$ cat src/rtl/flash_rww_ctrl.sv
module flash_rww_ctrl #(
  parameter int AW = 16,
  parameter int DW = 32,
  parameter int TW = 4
) (
  input  logic          clk,
  input  logic          rst_n,
  input  logic          rd_req,
  input  logic [AW-1:0] rd_addr,
  input  logic [TW-1:0] rd_attr,
  output logic          rd_rdy,
  output logic          rd_ack,
  output logic          rd_err,
  output logic [DW-1:0] rd_data,
  input  logic          ctl_we,
  input  logic [5:0]    ctl_wdata,
  input  logic [3:0]    irq_clr,
  output logic [3:0]    irq_flags,
  output logic          irq,
  input  logic [1:0]    bank_done,
  output logic [1:0]    bank_abort,
  output logic          fl_req,
  output logic [AW-1:0] fl_addr,
  output logic [TW-1:0] fl_attr,
  input  logic          fl_rvalid,
  input  logic [DW-1:0] fl_rdata
);

  typedef enum logic [1:0] {S_IDLE, S_ISSUE, S_WAIT, S_STALL} st_t;

  st_t           state, nxt;
  logic [AW-1:0] sv_addr;
  logic [TW-1:0] sv_attr;
  logic [2:0]    ctl_b0, ctl_b1;
  logic          tgt, busy, hit, do_err, do_abort;
  logic [2:0]    pol;
  logic [3:0]    flag_set;

  assign tgt      = (state == S_IDLE) ? rd_addr[AW-1] : sv_addr[AW-1];
  assign pol      = tgt ? ctl_b1 : ctl_b0;
  assign busy     = !bank_done[tgt];
  assign hit      = busy && ((state == S_IDLE && rd_req) || state == S_ISSUE || state == S_WAIT);
  assign do_err   = hit && !pol[2];
  assign do_abort = hit && (pol[2:1] == 2'b10);

  assign flag_set[0] = hit && !tgt && pol == 3'b110;
  assign flag_set[1] = hit &&  tgt && pol == 3'b110;
  assign flag_set[2] = hit && !tgt && pol == 3'b100;
  assign flag_set[3] = hit &&  tgt && pol == 3'b100;

  assign rd_rdy  = (state == S_IDLE);
  assign fl_req  = (state == S_ISSUE) && !busy;
  assign fl_addr = sv_addr;
  assign fl_attr = sv_attr;
  assign irq     = |irq_flags;

  always_comb begin
    nxt = state;
    unique case (state)
      S_IDLE:  if (rd_req) nxt = hit ? (do_err ? S_IDLE : S_STALL) : S_ISSUE;
      S_ISSUE: nxt = hit ? (do_err ? S_IDLE : S_STALL) : S_WAIT;
      S_WAIT:  if (hit) nxt = do_err ? S_IDLE : S_STALL;
               else if (fl_rvalid) nxt = S_IDLE;
      S_STALL: if (!busy) nxt = S_ISSUE;
      default: nxt = S_IDLE;
    endcase
  end

  always_ff @(posedge clk or negedge rst_n) begin
    if (!rst_n) begin
      state      <= S_IDLE;
      sv_addr    <= '0;
      sv_attr    <= '0;
      ctl_b0     <= 3'b111;
      ctl_b1     <= 3'b111;
      irq_flags  <= '0;
      bank_abort <= '0;
      rd_ack     <= 1'b0;
      rd_err     <= 1'b0;
      rd_data    <= '0;
    end else begin
      state <= nxt;
      if (state == S_IDLE && rd_req) begin
        sv_addr <= rd_addr;
        sv_attr <= rd_attr;
      end
      if (ctl_we) begin
        ctl_b0 <= ctl_wdata[2:0];
        ctl_b1 <= ctl_wdata[5:3];
      end
      irq_flags  <= (irq_flags & ~irq_clr) | flag_set;
      bank_abort <= do_abort ? (tgt ? 2'b10 : 2'b01) : 2'b00;
      rd_err     <= do_err;
      rd_ack     <= (state == S_WAIT) && !hit && fl_rvalid;
      if ((state == S_WAIT) && !hit && fl_rvalid) rd_data <= fl_rdata;
    end
  end

endmodule


$ cat config.mk
export PLATFORM = sky130hd
export DESIGN_NAME = flash_rww_ctrl
export DESIGN_NICKNAME = d
export VERILOG_FILES = /design/src/rtl/flash_rww_ctrl.sv
export SDC_FILE = /design/constraint.sdc
export NUM_CORES = 1
export LEC_CHECK = 0
export BUFFER_PORTS_ARGS = -buffer_cell sky130_fd_sc_hd__buf_2
export CAP_MARGIN = 0
export CORE_MARGIN = 1.5
export CORE_UTILIZATION = 25
export CTS_BUF_LIST = sky130_fd_sc_hd__clkbuf_8 sky130_fd_sc_hd__clkbuf_16
export DETAILED_ROUTE_END_ITERATION = 8
export GPL_TIMING_DRIVEN = 0
export SETUP_SLACK_MARGIN = 0.15
export SLEW_MARGIN = 10
export SYNTH_ARGS = -nofsm -noshare
export SYNTH_HDL_FRONTEND = slang
export SYNTH_SLANG_ARGS = --single-unit
$ cat constraint.sdc
create_clock -name clk -period 5.5 [get_ports clk]
set_input_delay 0.55 -clock clk [delete_from_list [all_inputs] [get_ports clk]]
set_output_delay 0.55 -clock clk [all_outputs]
set_load 0.02 [all_outputs]
==> summary.md, run 1 <==
| Metric | Value |
|---|---|
| Dpl hpwl | 4790 µm |
| Met2 WL | 3080 µm |
| Detail Route Antenna Nets | 0 |
| Initial antenna violation count | 0 |
| # DRC | 0 |
| Worst Path Buf+Inv | 1 |
| Largest net degree at the start of global routing | 42 |
| CTS Buf Count | 9 |
| N_diodes | 0 |
| Commonest non-fill, non-tap cell in the layout | buf_2 |
| Worst vdd ir | 0.000197 V |
| Non-Filler Instances | 477 |
| Synth Area per Inst | 14.5 µm² |
| RSZ-0062 raised after global routing | no |
| Wirelength per Cell | 13.2 µm |
| Setup violations, final | 0 |
| Synthesis-to-finish area growth | 37.5% |
| Syn Inst Count | 191 |
| Fin Clk Skew | 0.00709 ns |
| Maximum clock rate | 372 MHz |
| Worst-path clk slew | 0.07 ns |
| Total number of vias | 2089 |
| Most frequent cells in the layout | buf_2, dfrtp_1, mux2_2, clkbuf_8, inv_1 |
| Reg2Reg Setup Slack | 3.07 ns |
| Max clock buf depth | 2 |
| Max-cap violations | 0 |
| Remaining global-route overflow | 0 |
| First-pass GRT wire length | 10000 µm |
| DIE AREA | 0.0117 mm² |
| Pre-antenna DRT Iters | 4 |
| Met3 wire length | 456 µm |
| Hold violation count in the final report | 0 |
| Power Density | 578 mW/mm² |
| CP peak stage delay | 0.46 ns |
| Final Cycle Share | 48.9% |
| Mapped Area | 0.00276 mm² |
| Slew HR | 51.1% |
| Yosys cell types | 29 |
| Core ar. | 0.0108 mm² |
| YS warnings | 0 |
| Status | completed |
| Die W | 108 µm |
| I/O pins | 132 |
| Top sig layer | met4 |
| CTS sink count | 68 |
| Critical Path AT | 2.14 ns |
| DR iter-0 viols | 61 |
| Slowest-stage cell, CP | o21ai_0 |
| P_leak | 1.82 nW |
| Drt total wl | 6300 µm |
| Min Clock Period, post-route | 2.69 ns |
| RePlAce Congestion | 0.729 |
| Placed Cells incl. Taps | 462 |
| Setup Total Neg Slack | 0 ns |
| Vias per inst | 4.38 |
| Sequential share of the synthesized area | 61.9% |
| Setup Buffers After CTS | 0 |
| Die height | 108 µm |
| Cell row count | 38 |
| Crit. End Element | output pin |
| Slew Viols, Final | 0 |
| Root Driver | clkbuf_8 |
| Syn_nets | 260 |
| Hold Crit Class | in2async |
| Worst-Margin Slew | 0.725 ns |
| Share of cells above drive strength 1 | 63.5% |
| Crit path required time | 4.95 ns |
| CP Launch Type | register |
| CP Class | reg2out |
| Wl on met1 | 2620 µm |
| Cts repair resizes | 0 |
| Total GRT Usage | 11.4% |
| CP Cell Sequence | o21ai_0 -> nand3_1 -> a211oi_1 -> buf_2 |
| Initial Util | 25.6% |
| Worst skew pair latency | 0.34 ns |
| CTS H-tree depth | 3 |
| Number of global-route vias before repair | 2074 |
| Hold_buf cts | 0 |
| Port Buffers | 130 |
| Nets | 402 |
| Synthesized flop and latch total | 68 |
| Peak fanout along the critical path | 6 |
| Worst path top cell family by delay | compound AO/OA/AOI/OAI gates |
| CTS tree | yes |
-- metal layers --
metal | vias to the layer above | global-route usage, %
met5 | - | 0
met4 | 0 | 6.20
met3 | 12 | 4.28
met2 | 72 | 18.2
met1 | 1030 | 13.1
li1 | 975 | -
-- Yosys cell counts, drive strengths merged --
master	count	area [µm²]
o21ai	4	20.0
clkbuf	4	15.0
dfstp	6	158
or3b	1	11.3
o22ai	1	6.26
a221oi	1	8.76
nand3	1	5.00
and2	3	18.8
nand2b	4	25.0
buf	4	37.5
o32ai	3	26.3
nor3b	2	15.0
a21oi	5	25.0
a311oi	1	8.76
o41ai	2	17.5
nor2	6	22.5
or4	1	7.51
o311ai	1	8.76
nand3b	1	7.51
dfrtp	62	1550
mux2	57	642
a21bo	1	10.0
inv	7	26.3
a31oi	3	18.8
nand2	4	15.0
nor3	2	10.0
a211oi	4	42.5
-- cell families after synthesis --
kind of cell           after synthesis  share of synthesized area, %
and+or+nand+nor                     25                          4.99
DFF                                 68                          61.9
AOI/OAI and AO/OA                   26                          6.98
buffers and inverters               15                          2.86
muxes                               57                          23.3
-- final cells by class --
class,instances,area [µm²]
fillers,1100,7000
flip-flops and latches,68,1710
multi-input cells,108,972
repair buffers,131,673
clock buffers,13,179
well taps,140,175
plain buffers,8,52.6
inverters,7,26.3
clock inverters,2,8.76
-- power breakdown --
group	internal, mW	leakage [nW]	total, mW	switching, mW
combinational	0.417	0.902	0.975	0.558
sequential	0.722	0.817	0.834	0.112
clock	0.208	0.103	0.386	0.178
total	1.35	1.82	2.19	0.848
-- worst reg2reg max path, delay by kind of cell, from the launching register on --
family,cells,cell delay (ns)
mux,1,0.35
flops,1,0.44
simple gates,1,0.34
buf+inv,1,0.22
compound gates,2,0.97
-- through the flow --
stage / total power [mW] / worst slack [ns] / hold WS (ns) / util, % / area (µm²)
after global routing: 2.35 / 2.66 / 0.125 / 35.2 / 3800
after floorplan: 1.49 / 3.18 / 0.254 / - / 2760
after detailed placement: 1.84 / 2.95 / 0.490 / 33.4 / 3610
final: 2.19 / 2.81 / 0.130 / 35.2 / 3800
after CTS: 2.23 / 2.76 / 0.120 / 35.2 / 3800
after global placement: 1.81 / 2.99 / 0.486 / 33.2 / 3590
-- state kept, by name, summed over array words and instances (netlist names) --
signal,flops
bank_abort,2
ctl_b1,3
fl_addr,16
rd_data,32
rd_err,1
ctl_b0,3
irq_flags,4
rd_ack,1
fl_attr,4
state,2
-- worst paths after layout --
kind | cells past startpoint | from | endpoint
setup / recovery | 4 | state[0]$_DFFE_PN0P_ | fl_req
hold / removal | 1 | rst_n | irq_flags[1]$_DFF_PN0_
setup reg to reg | 5 | state[0]$_DFFE_PN0P_ | rd_data[10]$_DFFE_PN0P_
hold reg to reg | 1 | rd_data[15]$_DFFE_PN0P_ | rd_data[15]$_DFFE_PN0P_
max in group asynchronous | 2 | rst_n | ctl_b0[2]$_DFFE_PN1P_
min in group clk | 2 | irq_clr[1] | irq_flags[1]$_DFF_PN0_
Power figures use the tool's default switching activity.
==> run 2, diff against run 1 <==
--- a/config.mk
+++ b/config.mk
@@ -5,6 +5,7 @@
 export SDC_FILE = /design/constraint.sdc
 export NUM_CORES = 1
 export LEC_CHECK = 0
+export ABC_AREA = 1
 export BUFFER_PORTS_ARGS = -buffer_cell sky130_fd_sc_hd__buf_2
 export CAP_MARGIN = 0
 export CORE_MARGIN = 1.5
==> constraint.sdc (replaced) <==
create_clock -name clk -period 2.49 [get_ports clk]
set_input_delay 0.249 -clock clk [delete_from_list [all_inputs] [get_ports clk]]
set_output_delay 0.249 -clock clk [all_outputs]
set_load 0.02 [all_outputs]
==> run 2 against run 1 <==
Die area grew 2.1%. Cell count grew 20%. Routed wire length grew 8.0%. Register-to-register slack lost 2.1 ns. Sequential cell count is the same. Clock power grew to 3.8 times the previous value. Non-clock buffer count grew 2. Critical endpoint unchanged.
==> summary.md, run 2 <==
| Metric | Value |
|---|---|
| # DRC | 0 (unchanged) |
| Synth Area per Inst | 9.97 µm² (was 14.5 µm²) |
| Cells on worst reg2reg path | 9 (was 5) |
| CP peak stage delay | 0.44 ns (was 0.46 ns) |
| Detail Route Antenna Nets | 0 (unchanged) |
| Hold violation count in the final report | 0 (unchanged) |
| Placed Cells incl. Taps | 554 (was 462) |
| Most used DFF post-synth | dfrtp_1 (unchanged) |
| Util after Layout | 36.9% (was 35.2%) |
| Syn_nets | 352 (was 260) |
| CTS H-tree depth | 3 (unchanged) |
| Power Density | 1360 mW/mm² (was 578 mW/mm²) |
| Synthesized flop and latch total | 68 (unchanged) |
| Sequential share of the synthesized area | 60.6% (was 61.9%) |
| Maximum clock rate | 546 MHz |
| Pre-antenna DRT Iters | 4 (unchanged) |
| Setup violations, final | 0 (unchanged) |
| Root Driver | clkbuf_16 (was clkbuf_8) |
| Non-Filler Instances | 571 (was 477) |
| Total GRT Usage | 12.3% (was 11.4%) |
| Remaining global-route overflow | 0 (unchanged) |
| Slew Viols, Final | 0 (unchanged) |
| R2R Path Start | state[0]$_DFFE_PN0P_ (unchanged) |
| Drt total wl | 6810 µm (was 6300 µm) |
| Top-area cell type share of the netlist area | 55.0% (was 56.2%) |
| I/O pins | 132 (unchanged) |
| P_leak | 2.23 nW (was 1.82 nW) |
| Hold Crit Class | in2reg (was in2async) |
| Min Clock Period, post-route | 1.83 ns |
| Worst Setup Slack post-DPL | 0.931 ns (was 2.95 ns) |
| Worst skew pair latency | 0.32 ns (was 0.34 ns) |
| CP Launch Type | register (unchanged) |
| Nets | 495 (was 402) |
| Critical Path AT | 1.58 ns (was 2.14 ns) |
| Post-synth EDFFs | 0 (unchanged) |
| YS warnings | 0 (unchanged) |
| Cts repair resizes | 0 (unchanged) |
| Wirelength per Cell | 11.9 µm (was 13.2 µm) |
| Worst-Margin Slew | 0.428 ns (was 0.725 ns) |
| Commonest cells post-synth | nand2_1, dfrtp_1, mux2_2 (was dfrtp_1, mux2_2, inv_1) |
| Worst hold stages | 2 |
| Main area contributors after synthesis | dfrtp_1, nand2_1, mux2_2, dfstp_2, nand2_2 (was dfrtp_1, mux2_2, dfstp_2, buf_6, inv_1) |
| Crit path required time | 2.24 ns (was 4.95 ns) |
| Final worst slack | 0.658 ns (was 2.81 ns) |
| Fin Clk Skew | 0.00651 ns (was 0.00709 ns) |
| CTS sink count | 68 (unchanged) |
| Cell row count | 38 (unchanged) |
| Worst vdd ir | 0.000412 V (was 0.000197 V) |
| Final Cycle Share | 73.6% |
| Port Buffers | 130 (unchanged) |
| Worst hold start | irq_clr[2] |
| Die height | 109 µm (was 108 µm) |
| DR iter-0 viols | 84 (was 61) |
| Setup Buffers After CTS | 0 (unchanged) |
| Initial Util | 25.8% (was 25.6%) |
| N_diodes | 0 (unchanged) |
| CP Class | reg2out (unchanged) |
| RSZ-0062 raised after global routing | no (unchanged) |
| Core ar. | 0.0109 mm² (was 0.0108 mm²) |
| Vias per inst | 4.11 (was 4.38) |
| Share of cells above drive strength 1 | 46.4% (was 63.5%) |
| Yosys cell types | 23 (was 29) |
| CTS tree | yes (unchanged) |
| Biggest register | rd_data (unchanged) |
| RePlAce Congestion | 0.801 (was 0.729) |
| Max-cap violations | 0 (unchanged) |
| Slew HR | 71.4% (was 51.1%) |
| Worst Path Buf+Inv | 1 (unchanged) |
| Reg2Reg Setup Slack | 0.94 ns (was 3.07 ns) |
| CP Cell Sequence | nor2_4 -> nand2_2 -> nand3_1 -> nand2_1 -> nor3_1 -> buf_2 (was o21ai_0 -> nand3_1 -> a211oi_1 -> buf_2) |
| Total number of vias | 2349 (was 2089) |
| Max clock buf depth | 2 (unchanged) |
| CTS Buf Count | 9 (unchanged) |
| Power Total | 5.49 mW (was 2.19 mW) |
| Fillers | 1141 (was 1100) |
| Worst path top cell family by delay | simple AND/OR/NAND/NOR gates (was compound AO/OA/AOI/OAI gates) |
| Mapped Area | 0.00282 mm² (was 0.00276 mm²) |
| Worst reg2reg path endpoint | rd_data[19]$_DFFE_PN0P_ (was rd_data[10]$_DFFE_PN0P_) |
| Count leader, synth | nand2_1 (was dfrtp_1) |
| Number of global-route vias before repair | 2322 (was 2074) |
| DIE AREA | 0.0119 mm² (was 0.0117 mm²) |
| Initial antenna violation count | 0 (unchanged) |
| Hold endpoint | irq_flags[2]$_DFF_PN0_ |
| Worst-path clk slew | 0.05 ns (was 0.07 ns) |
| Largest register FFs | 32 (unchanged) |
| Dpl hpwl | 5250 µm (was 4790 µm) |
| Most frequent cells in the layout | buf_2, nand2_1, dfrtp_1, mux2_2, inv_1 (was buf_2, dfrtp_1, mux2_2, clkbuf_8, inv_1) |
| Crit. End Element | output pin (unchanged) |
| Syn Inst Count | 283 (was 191) |
| Asr flop ratio synth | 100% (unchanged) |
| Synthesis-to-finish area growth | 42.9% (was 37.5%) |
| Status | completed (unchanged) |
| First-pass GRT wire length | 11100 µm (was 10000 µm) |
| Leading area contributor after synthesis | dfrtp_1 (unchanged) |
| Peak fanout along the critical path | 6 (unchanged) |
| Slowest-stage cell, CP | dfrtp_1 (was o21ai_0) |
| Setup Total Neg Slack | 0 ns (unchanged) |
| Commonest non-fill, non-tap cell in the layout | buf_2 (unchanged) |
| Largest net degree at the start of global routing | 38 (was 42) |
| Die W | 109 µm (was 108 µm) |
-- run 2: routing by layer --
metal | track usage, % | vias up | part of all wire (%)
met5 | 0 | - | 0
met2 | 20.6 | 59 | 51
met3 | 3.65 | 4 | 4.7
met4 | 5.29 | 0 | 1.1
li1 | - | 1172 | -
met1 | 14.6 | 1114 | 43
-- run 2: repair_timing --
item                                   CTS  global route
endpoints found under the hold margin   31             0
setup endpoints to repair                0             0
hold buffers                             1             0
-- run 2: kinds of logic (layout without fill, tap and decap cells) --
logic type	count (synthesis)	count (layout)	synth area share (%)
AO/OA/AOI/OAI	9	9	1.86
buffers and inverters	29	177	5.19
flip-flops	68	68	60.6
multiplexers	22	22	8.78
AND/OR/NAND/NOR	155	155	23.6
-- run 2: final cells by class --
cell class	count	area (µm²)	share of cell area, %
buffer	9	68.8	1.71
clock buffer	11	253	6.27
clock inverter	5	98.8	2.45
inverter	20	77.6	1.92
multi-input combinational	186	965	23.9
sequential	68	1710	42.4
tap	140	175	4.35
timing repair buffer	132	683	17.0
-- run 2: power by group --
group | total (mW) | switching [mW] | internal [mW]
clock | 1.47 | 0.446 | 1.03
sequential | 1.81 | 0.240 | 1.57
combinational | 2.21 | 1.40 | 0.811
-- run 2: worst max path at each step --
stage,start,slack (ns),cells past startpoint,to
2_1_floorplan,state[1]$_DFFE_PN0P_,0.85,5,fl_req
3_3_place_gp,rst_n,0.82,1,rd_data[18]$_DFFE_PN0P_
3_5_place_dp,state[1]$_DFFE_PN0P_,0.93,9,rd_data[13]$_DFFE_PN0P_
4_1_cts,state[1]$_DFFE_PN0P_,0.61,6,fl_req
5_1_grt,state[1]$_DFFE_PN0P_,0.49,6,fl_req
6_report,state[1]$_DFFE_PN0P_,0.66,6,fl_req
-- run 2: per-stage QoR --
| stage | hold slack (ns) | cell area, µm² |
|---|---|---|
| global route | 0.0919 | 4030 |
| finish | 0.111 | 4030 |
| detailed placement | 0.217 | 3670 |
| global placement | 0.439 | 3650 |
| floorplan | -0.0466 | 2820 |
| CTS | 0.0913 | 4030 |
